===== src/rtl/periph_regbank_pkg.sv =====
// Shared word indices, write strobes and read selects for the register bank.
package periph_regbank_pkg;
    localparam int unsigned BUS_W = 32;

    localparam logic [3:0] IDX_CTRL   = 4'd0;
    localparam logic [3:0] IDX_MODE   = 4'd1;
    localparam logic [3:0] IDX_EN     = 4'd4;
    localparam logic [3:0] IDX_DIS    = 4'd5;
    localparam logic [3:0] IDX_ENSTAT = 4'd6;
    localparam logic [3:0] IDX_STAT   = 4'd8;
    localparam logic [3:0] IDX_IE     = 4'd9;
    localparam logic [3:0] IDX_ID     = 4'd10;
    localparam logic [3:0] IDX_MASK   = 4'd11;
    localparam logic [3:0] IDX_DATA   = 4'd12;

    typedef struct packed {
        logic ctrl;
        logic mode;
        logic en;
        logic dis;
        logic ie;
        logic id;
        logic data;
    } wr_strobe_t;

    typedef enum logic [2:0] {
        RD_ZERO,
        RD_MODE,
        RD_ENSTAT,
        RD_STAT,
        RD_MASK,
        RD_DATA
    } rd_sel_t;
endpackage


===== src/rtl/periph_apb_decode.sv =====
// Address decoder: turns an APB access into one write strobe and a read select.
// Assumes word accesses only; paddr[1:0] is ignored and any set bit above
// bit 5 makes the access unmapped.
module periph_apb_decode
    import periph_regbank_pkg::*;
#(
    parameter int unsigned ADDR_W = 12
) (
    input  logic              clk,
    input  logic              rst_n,
    input  logic              psel,
    input  logic              penable,
    input  logic              pwrite,
    input  logic [ADDR_W-1:0] paddr,
    output wr_strobe_t        wr,
    output rd_sel_t           rd_sel
);
    localparam int unsigned HI_W = ADDR_W - 6;

    logic       hit;
    logic [3:0] idx;
    logic       wr_acc;

    assign hit    = (paddr[ADDR_W-1:6] == HI_W'(0));
    assign idx    = paddr[5:2];
    assign wr_acc = psel && penable && pwrite && hit;

    // Purpose: pick the read source for the addressed word.
    always_comb begin
        rd_sel = RD_ZERO;
        if (hit) begin
            case (idx)
                IDX_MODE:   rd_sel = RD_MODE;
                IDX_ENSTAT: rd_sel = RD_ENSTAT;
                IDX_STAT:   rd_sel = RD_STAT;
                IDX_MASK:   rd_sel = RD_MASK;
                IDX_DATA:   rd_sel = RD_DATA;
                default:    rd_sel = RD_ZERO;
            endcase
        end
    end

    // Purpose: raise the write strobe of the addressed register.
    always_comb begin
        wr      = '0;
        wr.ctrl = wr_acc && (idx == IDX_CTRL);
        wr.mode = wr_acc && (idx == IDX_MODE);
        wr.en   = wr_acc && (idx == IDX_EN);
        wr.dis  = wr_acc && (idx == IDX_DIS);
        wr.ie   = wr_acc && (idx == IDX_IE);
        wr.id   = wr_acc && (idx == IDX_ID);
        wr.data = wr_acc && (idx == IDX_DATA);
    end

    AST_ONE_STROBE: assert property (@(posedge clk) disable iff (!rst_n)
        $onehot0(wr)) else $error("more than one write strobe");
    AST_READ_NO_STROBE: assert property (@(posedge clk) disable iff (!rst_n)
        (psel && !pwrite) |-> (wr == '0)) else $error("strobe on read");
endmodule


===== src/rtl/periph_setclr_bits.sv =====
// Bit vector changed only by write-one-to-set and write-one-to-clear strobes.
// Assumes at most one strobe per cycle from the bus; if both arrive, clear wins.
module periph_setclr_bits #(
    parameter int unsigned W = 8
) (
    input  logic         clk,
    input  logic         rst_n,
    input  logic         set_stb,
    input  logic         clr_stb,
    input  logic [W-1:0] set_bits,
    input  logic [W-1:0] clr_bits,
    output logic [W-1:0] q_o
);
    logic [W-1:0] set_m;
    logic [W-1:0] clr_m;

    assign set_m = set_stb ? set_bits : '0;
    assign clr_m = clr_stb ? clr_bits : '0;

    // Purpose: apply set then clear, so clear has priority on a shared bit.
    always_ff @(posedge clk) begin
        if (!rst_n) q_o <= '0;
        else        q_o <= (q_o | set_m) & ~clr_m;
    end

    AST_CLR_TAKES: assert property (@(posedge clk) disable iff (!rst_n)
        clr_stb |=> ((q_o & $past(clr_bits)) == '0)) else $error("clear lost");
    AST_SET_TAKES: assert property (@(posedge clk) disable iff (!rst_n)
        (set_stb && !clr_stb) |=> ((q_o & $past(set_bits)) == $past(set_bits)))
        else $error("set lost");
    AST_ZEROS_KEEP: assert property (@(posedge clk) disable iff (!rst_n)
        (set_stb || clr_stb) |=> ((q_o & ~$past(set_bits | clr_bits)) == ($past(q_o) & ~$past(set_bits | clr_bits))))
        else $error("zero bit changed");
    AST_IDLE_HOLD: assert property (@(posedge clk) disable iff (!rst_n)
        (!set_stb && !clr_stb) |=> $stable(q_o)) else $error("bits drifted");
endmodule


===== src/rtl/periph_irq_combine.sv =====
// Interrupt source: masked status reduced to one request line.
// Assumes stat_i is already synchronous to clk.
module periph_irq_combine #(
    parameter int unsigned W = 8
) (
    input  logic         clk,
    input  logic         rst_n,
    input  logic [W-1:0] stat_i,
    input  logic [W-1:0] mask_i,
    output logic         irq_o
);
    // Purpose: request an interrupt while any enabled status bit is high.
    always_comb irq_o = |(stat_i & mask_i);

    AST_IRQ_MASKED_OFF: assert property (@(posedge clk) disable iff (!rst_n)
        (mask_i == '0) |-> !irq_o) else $error("irq with empty mask");
    AST_IRQ_NO_STATUS: assert property (@(posedge clk) disable iff (!rst_n)
        (stat_i == '0) |-> !irq_o) else $error("irq with no status");
endmodule


===== src/rtl/periph_regbank.sv =====
// Top of the peripheral register bank: zero-wait APB slave with a command
// register, a mode and a data word, set/clear channel enables and mask, a
// status view and the interrupt request. Assumes word-only accesses.
module periph_regbank
    import periph_regbank_pkg::*;
#(
    parameter int unsigned ADDR_W = 12,
    parameter int unsigned CMD_W  = 8,
    parameter int unsigned MODE_W = 16,
    parameter int unsigned CH_W   = 8,
    parameter int unsigned STAT_W = 8
) (
    input  logic              pclk,
    input  logic              presetn,
    input  logic              psel,
    input  logic              penable,
    input  logic              pwrite,
    input  logic [ADDR_W-1:0] paddr,
    input  logic [BUS_W-1:0]  pwdata,
    output logic [BUS_W-1:0]  prdata,
    output logic              pready,
    output logic              pslverr,
    input  logic [STAT_W-1:0] stat_i,
    output logic [CMD_W-1:0]  cmd_o,
    output logic [MODE_W-1:0] mode_o,
    output logic [CH_W-1:0]   chan_en_o,
    output logic [BUS_W-1:0]  data_o,
    output logic              irq_o
);
    wr_strobe_t          wr;
    rd_sel_t             rd_sel;
    logic [STAT_W-1:0]   mask_q;
    logic [CMD_W-1:0]    cmd_q;
    logic [MODE_W-1:0]   mode_q;
    logic [BUS_W-1:0]    data_q;

    assign pready  = 1'b1;
    assign pslverr = 1'b0;

    periph_apb_decode #(.ADDR_W(ADDR_W)) i_decode (
        .clk(pclk), .rst_n(presetn), .psel(psel), .penable(penable),
        .pwrite(pwrite), .paddr(paddr), .wr(wr), .rd_sel(rd_sel)
    );

    periph_setclr_bits #(.W(CH_W)) i_chan (
        .clk(pclk), .rst_n(presetn), .set_stb(wr.en), .clr_stb(wr.dis),
        .set_bits(pwdata[CH_W-1:0]), .clr_bits(pwdata[CH_W-1:0]), .q_o(chan_en_o)
    );

    periph_setclr_bits #(.W(STAT_W)) i_mask (
        .clk(pclk), .rst_n(presetn), .set_stb(wr.ie), .clr_stb(wr.id),
        .set_bits(pwdata[STAT_W-1:0]), .clr_bits(pwdata[STAT_W-1:0]), .q_o(mask_q)
    );

    periph_irq_combine #(.W(STAT_W)) i_irq (
        .clk(pclk), .rst_n(presetn), .stat_i(stat_i), .mask_i(mask_q), .irq_o(irq_o)
    );

    // Purpose: turn a command write into a one-cycle pulse.
    always_ff @(posedge pclk) begin
        if (!presetn)     cmd_q <= '0;
        else if (wr.ctrl) cmd_q <= pwdata[CMD_W-1:0];
        else              cmd_q <= '0;
    end

    // Purpose: hold the mode and data words written by software.
    always_ff @(posedge pclk) begin
        if (!presetn) begin
            mode_q <= '0;
            data_q <= '0;
        end else begin
            if (wr.mode) mode_q <= pwdata[MODE_W-1:0];
            if (wr.data) data_q <= pwdata;
        end
    end

    // Purpose: zero-extended read mux for the addressed register.
    always_comb begin
        case (rd_sel)
            RD_MODE:   prdata = BUS_W'(mode_q);
            RD_ENSTAT: prdata = BUS_W'(chan_en_o);
            RD_STAT:   prdata = BUS_W'(stat_i);
            RD_MASK:   prdata = BUS_W'(mask_q);
            RD_DATA:   prdata = data_q;
            default:   prdata = '0;
        endcase
    end

    assign cmd_o  = cmd_q;
    assign mode_o = mode_q;
    assign data_o = data_q;

    AST_CMD_SINGLE: assert property (@(posedge pclk) disable iff (!presetn)
        !wr.ctrl |=> (cmd_o == '0)) else $error("command pulse too long");
    AST_MODE_HOLD: assert property (@(posedge pclk) disable iff (!presetn)
        !wr.mode |=> $stable(mode_o)) else $error("mode changed");
    AST_DATA_HOLD: assert property (@(posedge pclk) disable iff (!presetn)
        !wr.data |=> $stable(data_o)) else $error("data changed");
    AST_BUS_OK: assert property (@(posedge pclk) disable iff (!presetn)
        psel |-> (pready && !pslverr)) else $error("bus response");
endmodule


===== config.mk =====
export PLATFORM = sky130hd
export DESIGN_NAME = periph_regbank
export DESIGN_NICKNAME = d
export VERILOG_FILES = /design/src/rtl/periph_regbank_pkg.sv /design/src/rtl/periph_apb_decode.sv /design/src/rtl/periph_setclr_bits.sv /design/src/rtl/periph_irq_combine.sv /design/src/rtl/periph_regbank.sv
export SDC_FILE = /design/constraint.sdc
export NUM_CORES = 1
export LEC_CHECK = 0
export CAP_MARGIN = 10
export CORE_MARGIN = 2
export CORE_UTILIZATION = 60
export CTS_CLUSTER_SIZE = 24
export DETAILED_ROUTE_END_ITERATION = 7
export DONT_BUFFER_PORTS = 1
export PLACE_DENSITY = 0.76
export SLEW_MARGIN = 20
export SYNTH_ARGS = -nofsm -noshare
export SYNTH_HDL_FRONTEND = slang
export SYNTH_SLANG_ARGS = --single-unit

===== constraint.sdc =====
create_clock -name pclk -period 4.9 [get_ports pclk]
set_input_delay 0.98 -clock pclk [delete_from_list [all_inputs] [get_ports pclk]]
set_output_delay 0.98 -clock pclk [all_outputs]
set_load 0.01 [all_outputs]

== Word level (Yosys, flattened, before mapping) ==
Cells that the tools add are included.

* Equal/unequal tests: 14
* Mux-type cells: 7
* Bitwise operators: 7
* Reduce and logical (&&, ||, !) cells: 14

{| class="wikitable"
|+ Operator list
! operator !! count
|-
| 32-bit one-hot mux with 5 select lines || 1
|-
| 8-bit two-way mux || 4
|-
| 8-bit bitwise AND || 3
|-
| 4-bit == test, second input constant || 5
|-
| 8-bit NOT || 2
|-
| 8-bit OR || 2
|-
| 3-bit one-hot mux with 5 select lines || 1
|-
| 4-bit by 3-bit == test with 1-bit output, second input constant || 3
|-
| 1-bit logical AND || 10
|-
| 8-bit OR reduction || 1
|-
| 3-bit by 2-bit == test with 1-bit output, second input constant || 2
|-
| 3-bit == test, second input constant || 2
|-
| 6-bit logical NOT || 1
|-
| 4-bit by 1-bit == test with 1-bit output, second input constant || 1
|-
| 4-bit logical NOT || 1
|-
| 3-bit by 1-bit == test with 1-bit output, second input constant || 1
|-
| 3-bit two-way mux || 1
|-
| 2-bit AND reduction || 1
|}

* Flip-flop bits (word level): 72
* Input port bits: 57
* Output and inout port bits: 99
* Word-level logic and storage cells: 47

== Longest topological paths before layout ==
* Depth after elaboration: 7
* Mapped depth: 7
* Depth with buffers taken out: 4

== Modules after synthesis ==
Synthesis repeated with hierarchy kept, for this count alone.

* Cells, all modules: 345
* Area total of the unflattened synthesis: 3649.8 sq um

{| class="wikitable"
|+ Modules (own cells, without submodules)
! module !! instances !! cells each !! area each (sq um)
|-
| periph_regbank || 1 || 253 || 2626.3
|-
| periph_setclr_bits || 2 || 27 || 350.3
|-
| periph_apb_decode || 1 || 33 || 286.5
|-
| periph_irq_combine || 1 || 5 || 36.3
|}

== Worst setup path before layout ==
OpenSTA, ideal clock, no wires.

* Path kind: input -> output
* Start point: in paddr[7]
* End point: out prdata[10]
* Arrival time: 2.411 ns
* Required time: 3.920 ns
* Setup slack: 1.509 ns
* Stages: 4
* Path buffers: 1
* Path through: or4_4 > nor3_2 > buf_2 > a22o_1

* Longest elaborated chain between the ends: 4
* Elaborated cells on any way between the ends: 8

{| class="wikitable"
|+ Ends and longest elaborated chain
! element !! line !! text
|-
| from (decl) || periph_regbank.sv:18 || <nowiki>input logic [ADDR_W-1:0] paddr,</nowiki>
|-
| 6-bit logical NOT (*) || periph_apb_decode.sv:24 || <nowiki>assign hit = (paddr[ADDR_W-1:6] == HI_W'(0));</nowiki>
|-
| 3-bit two-way mux (*) || periph_apb_decode.sv:31 || <nowiki>if (hit) begin</nowiki>
|-
| 3-bit == test, or another cell as far along || periph_regbank.sv:79 || <nowiki>case (rd_sel)</nowiki>
|-
| 32-bit one-hot mux with 5 select lines (*) || periph_regbank.sv:79 ||
|-
| to (decl) || periph_regbank.sv:20 || <nowiki>output logic [BUS_W-1:0] prdata,</nowiki>
|}

Every way passes the cells marked *; elsewhere a longest branch is shown, timed or not.

== Worst setup path after layout ==
* Start point: in paddr[7]
* End point: out prdata[9]

The elaborated chain is that of the path after synthesis.

==> out/qor.log <==
qor: route.detail_route.wl_per_cell 19.94 um
qor: route.wl 8973 um
qor: power.power.static_leakage 1.150 nW
qor: finish.layout.area.seq 1441 um2
qor: global_routing.grt_antenna_before_repair 0
qor: route.route.vias.total 2879
qor: route.firstDrtPassIters 4
qor: synth.synthesized_cell_area 3561 um2
qor: synth.syn_avg_cell_area 9.249 um2
qor: synth.post_synth_most_frequent_cells dfxtp_1, nand2_1, a21oi_2, nand2_2, nor2_1
qor: sta.final_min_period_over_clock_period 77.17%
qor: clock_network.cts_sinks 72
qor: critical_path.worstPathArrival 2.80 ns
qor: clock_network.cts_hold_buffers 0
qor: floorplanning.die_outline_area 6567 um2
qor: critical_path.setup.worst_path.end_class output port
qor: critical_path.crit_fanout 7
qor: critical_path.cp_data_required_time 3.92 ns
qor: finish.antenna_cells_inserted 0
qor: clock_network.tritoncts.num_buffers 9
qor: critical_path.path_delay_family simple AND/OR/NAND/NOR gates
qor: synth.synthMostInstantiatedCell dfxtp_1
qor: power.swShare 20.42%
qor: synth.ys_ff_latch 72
qor: global_routing.grt_max_degree 66
qor: sta.hold_slack 0.5123 ns
qor: power.clockPowerShare 47.9%
qor: clock_network.cts.clk_slew.worst_paths 0.08 ns
qor: synth.synth_enable_flop_cells 0
qor: sta.hold_violations 0
qor: power.total_switching_power 0.2430 mW
qor: power.relative_contribution_of_sequential_cells_to_total_power 49.1%
qor: place.portBuffers 0
qor: power.pwr_density_cell 318.4 nW/um2
qor: synth.postSynth.topFlopCell dfxtp_1
qor: critical_path.crit_path_cell_trace nor4_1 > nand2_1 > nor3_2 > a22o_1
qor: clock_network.post_cts.resized_instances 0
qor: synth.seq_area_frac_synth 40.48%
qor: synth.synth.largest_area_cell dfxtp_1
qor: sta.final_period_minus_worst_setup_slack 3.781 ns
qor: global_routing.grt_first_pass_wirelength 13550 um
qor: sta.final-setup-viol-count 0
qor: finish.multi_input_comb_area 1912 um2
qor: critical_path.criticalPathCategory in -> out
qor: critical_path.critPathMaxStageDelay 0.61 ns
qor: status.outcome completed
qor: sta.finClkSkew 0 ns
qor: route.detail_route.vias_per_cell 6.398
qor: floorplanning.design.portCount 156
qor: sta.rsz_0062_raised_after_global_routing false
qor: route.antenna_left 0
qor: clock_network.root_buffer clkbuf_8
qor: power.power_share_of_the_combinational_group 2.9%
qor: finish.nets 427
qor: sta.maxSlewHeadroom 32.86%
qor: synth.synth_compound_gate_area_share 23.58%
qor: route.drc_errors 0
qor: power.pwr_total 1.190 mW
qor: job.drv.max_cap_violation_count 0
qor: power.power_report.internal_total 0.9470 mW
qor: synth.post_synthesis_xor_xnor_area_fraction 0%
qor: synth.synth_top_family_by_area simple AND/OR/NAND/NOR gates
qor: sta.totalNegativeSetupSlack 0 ns
qor: synth.postSynth.asyncResetShare 0%
qor: clock_network.insertion_delay 0.33 ns
qor: global_routing.globalRoute.totalOverflow 0
qor: finish.final_layout_size_suffix_gt1_share 24.80%
qor: synth.post_synth_num_cell_types 46
qor: floorplanning.die_width 81.04 um
qor: critical_path.start_kind input pin
qor: finish.postLayoutCoreUtil 64.26%
qor: sta.max_freq 0.2645 GHz
qor: power.ir_drop 0.1956 mV
qor: clock_network.clk_path_buf_depth 2
qor: global_routing.via_count_of_the_first_global_routing_pass 2602
qor: finish.filler_cell_count 480
qor: sta.timing_max_transition_violations_final 0
qor: synth.proportion_of_synthesized_area_in_mux_cells 4.498%
qor: synth.synthSimpleGateAreaFrac 25.40%
qor: critical_path.buffering_stage_count_on_the_worst_path_with_inverters_included 0
qor: floorplanning.starting_utilization_of_the_core_area 61.23%
qor: hold_path.timing.hold.worst.class reg -> reg
qor: global_routing.global_route.usage.total 26.82%
qor: synth.yosysWarnings 0
qor: synth.syn-instance-count 385
qor: clock_network.postCtsSetupBuffers 0
qor: clock_network.cts_h_tree_lvls 3
qor: floorplanning.fp.dieH 81.04 um
qor: floorplanning.placement_rows 28
qor: clock_network.cts_tree yes
qor: synth.synth_area_leaders dfxtp_1, a21oi_2, nand2_2
qor: sta.worst-slew-pin-transition 1.007 ns
qor: critical_path.worst_path_max_delay_cell nor4_1
qor: place.global_placement_routability_congestion 0.9032
qor: place.dpl.hpwl 6392 um
qor: synth.synth_fa_ha_area_share 0%
qor: synth.mappedNetlistNets 442
qor: finish.syn2layout_area_growth 4.954%
qor: synth.synth_top_area_share 40.48%
qor: route.drt-initial-drc-count 143
qor: floorplanning.design.core.area 5816 um2
metal layers:
metal  track usage (%)  up-vias  routed length, um
met5                 0        -                  0
met4             10.51        0                210
met3             9.111       18                876
met2             43.72      153               4230
met1             32.59     1350               3657
li1                  -     1358                  -
worst min-delay path: stages (launching register included):
cell	delay, ns
dfxtp_1	0.36
nand2_2	0.07
a21oi_2	0.04
cells in the final DEF, fill, tap and decap left out, types with 4 or more instances in the layout:
cell type | netlist | routed
a21oi_1 | 13 | 13
a22o_1 | 14 | 14
a21oi_2 | 30 | 30
nand2_2 | 30 | 30
and2_1 | 25 | 25
a41oi_1 | 8 | 8
dfxtp_1 | 72 | 72
a221oi_1 | 4 | 4
a221o_1 | 4 | 4
and3_1 | 4 | 4
mux2i_1 | 16 | 16
nor2_1 | 28 | 28
nand2_1 | 38 | 38
a22oi_1 | 9 | 9
inv_1 | 6 | 5
a211oi_1 | 17 | 17
clkbuf_8 | 0 | 10
state kept, by name, indices dropped and copies added, names as in the netlist:
name,flops
cmd_o,8
data_o,32
i_chan.q_o,8
i_mask.q_o,8
mode_o,16
final timing paths:
check	start	endpoint	slack [ns]	cells after the start
hold / removal	data_o[23]	data_o[23]	0.51	2
setup reg to reg	i_chan.q_o[4]	i_chan.q_o[4]	4.09	2
hold reg to reg	data_o[23]	data_o[23]	0.51	2
setup / recovery	paddr[7]	prdata[9]	1.12	4
layout make-up:
type,count,area share (%)
tap,75,2.511
sequential,72,38.57
inverter,6,0.6026
clock buffer,11,3.783
timing repair buffer,3,0.6026
clock inverter,5,2.779
multi-input combinational,278,51.15
cell families after synthesis:
logic type      count (synthesis)
simple gates                  155
flops                          72
mux                            16
buf+inv                        35
other cells                     2
compound gates                105
metrics by stage:
step / setup WS, ns / std cells / area [um2]
after detailed placement: 1.121 / 434 / 3492
after global routing: 0.9788 / 450 / 3737
final: 1.119 / 450 / 3737
after floorplan: 1.509 / 385 / 3561
after global placement: 1.120 / 434 / 3492
after CTS: 1.121 / 450 / 3737
power groups by stage:
stage	Sequential (mW)	Combinational [mW]	Clock, mW
after CTS	0.585	0.0346	0.573
after floorplan	0.598	0.0334	0
after detailed placement	0.598	0.0342	0
final	0.585	0.0348	0.570
after global placement	0.598	0.0343	0
after global routing	0.585	0.0376	0.600
(Power assumes the default switching activity.)
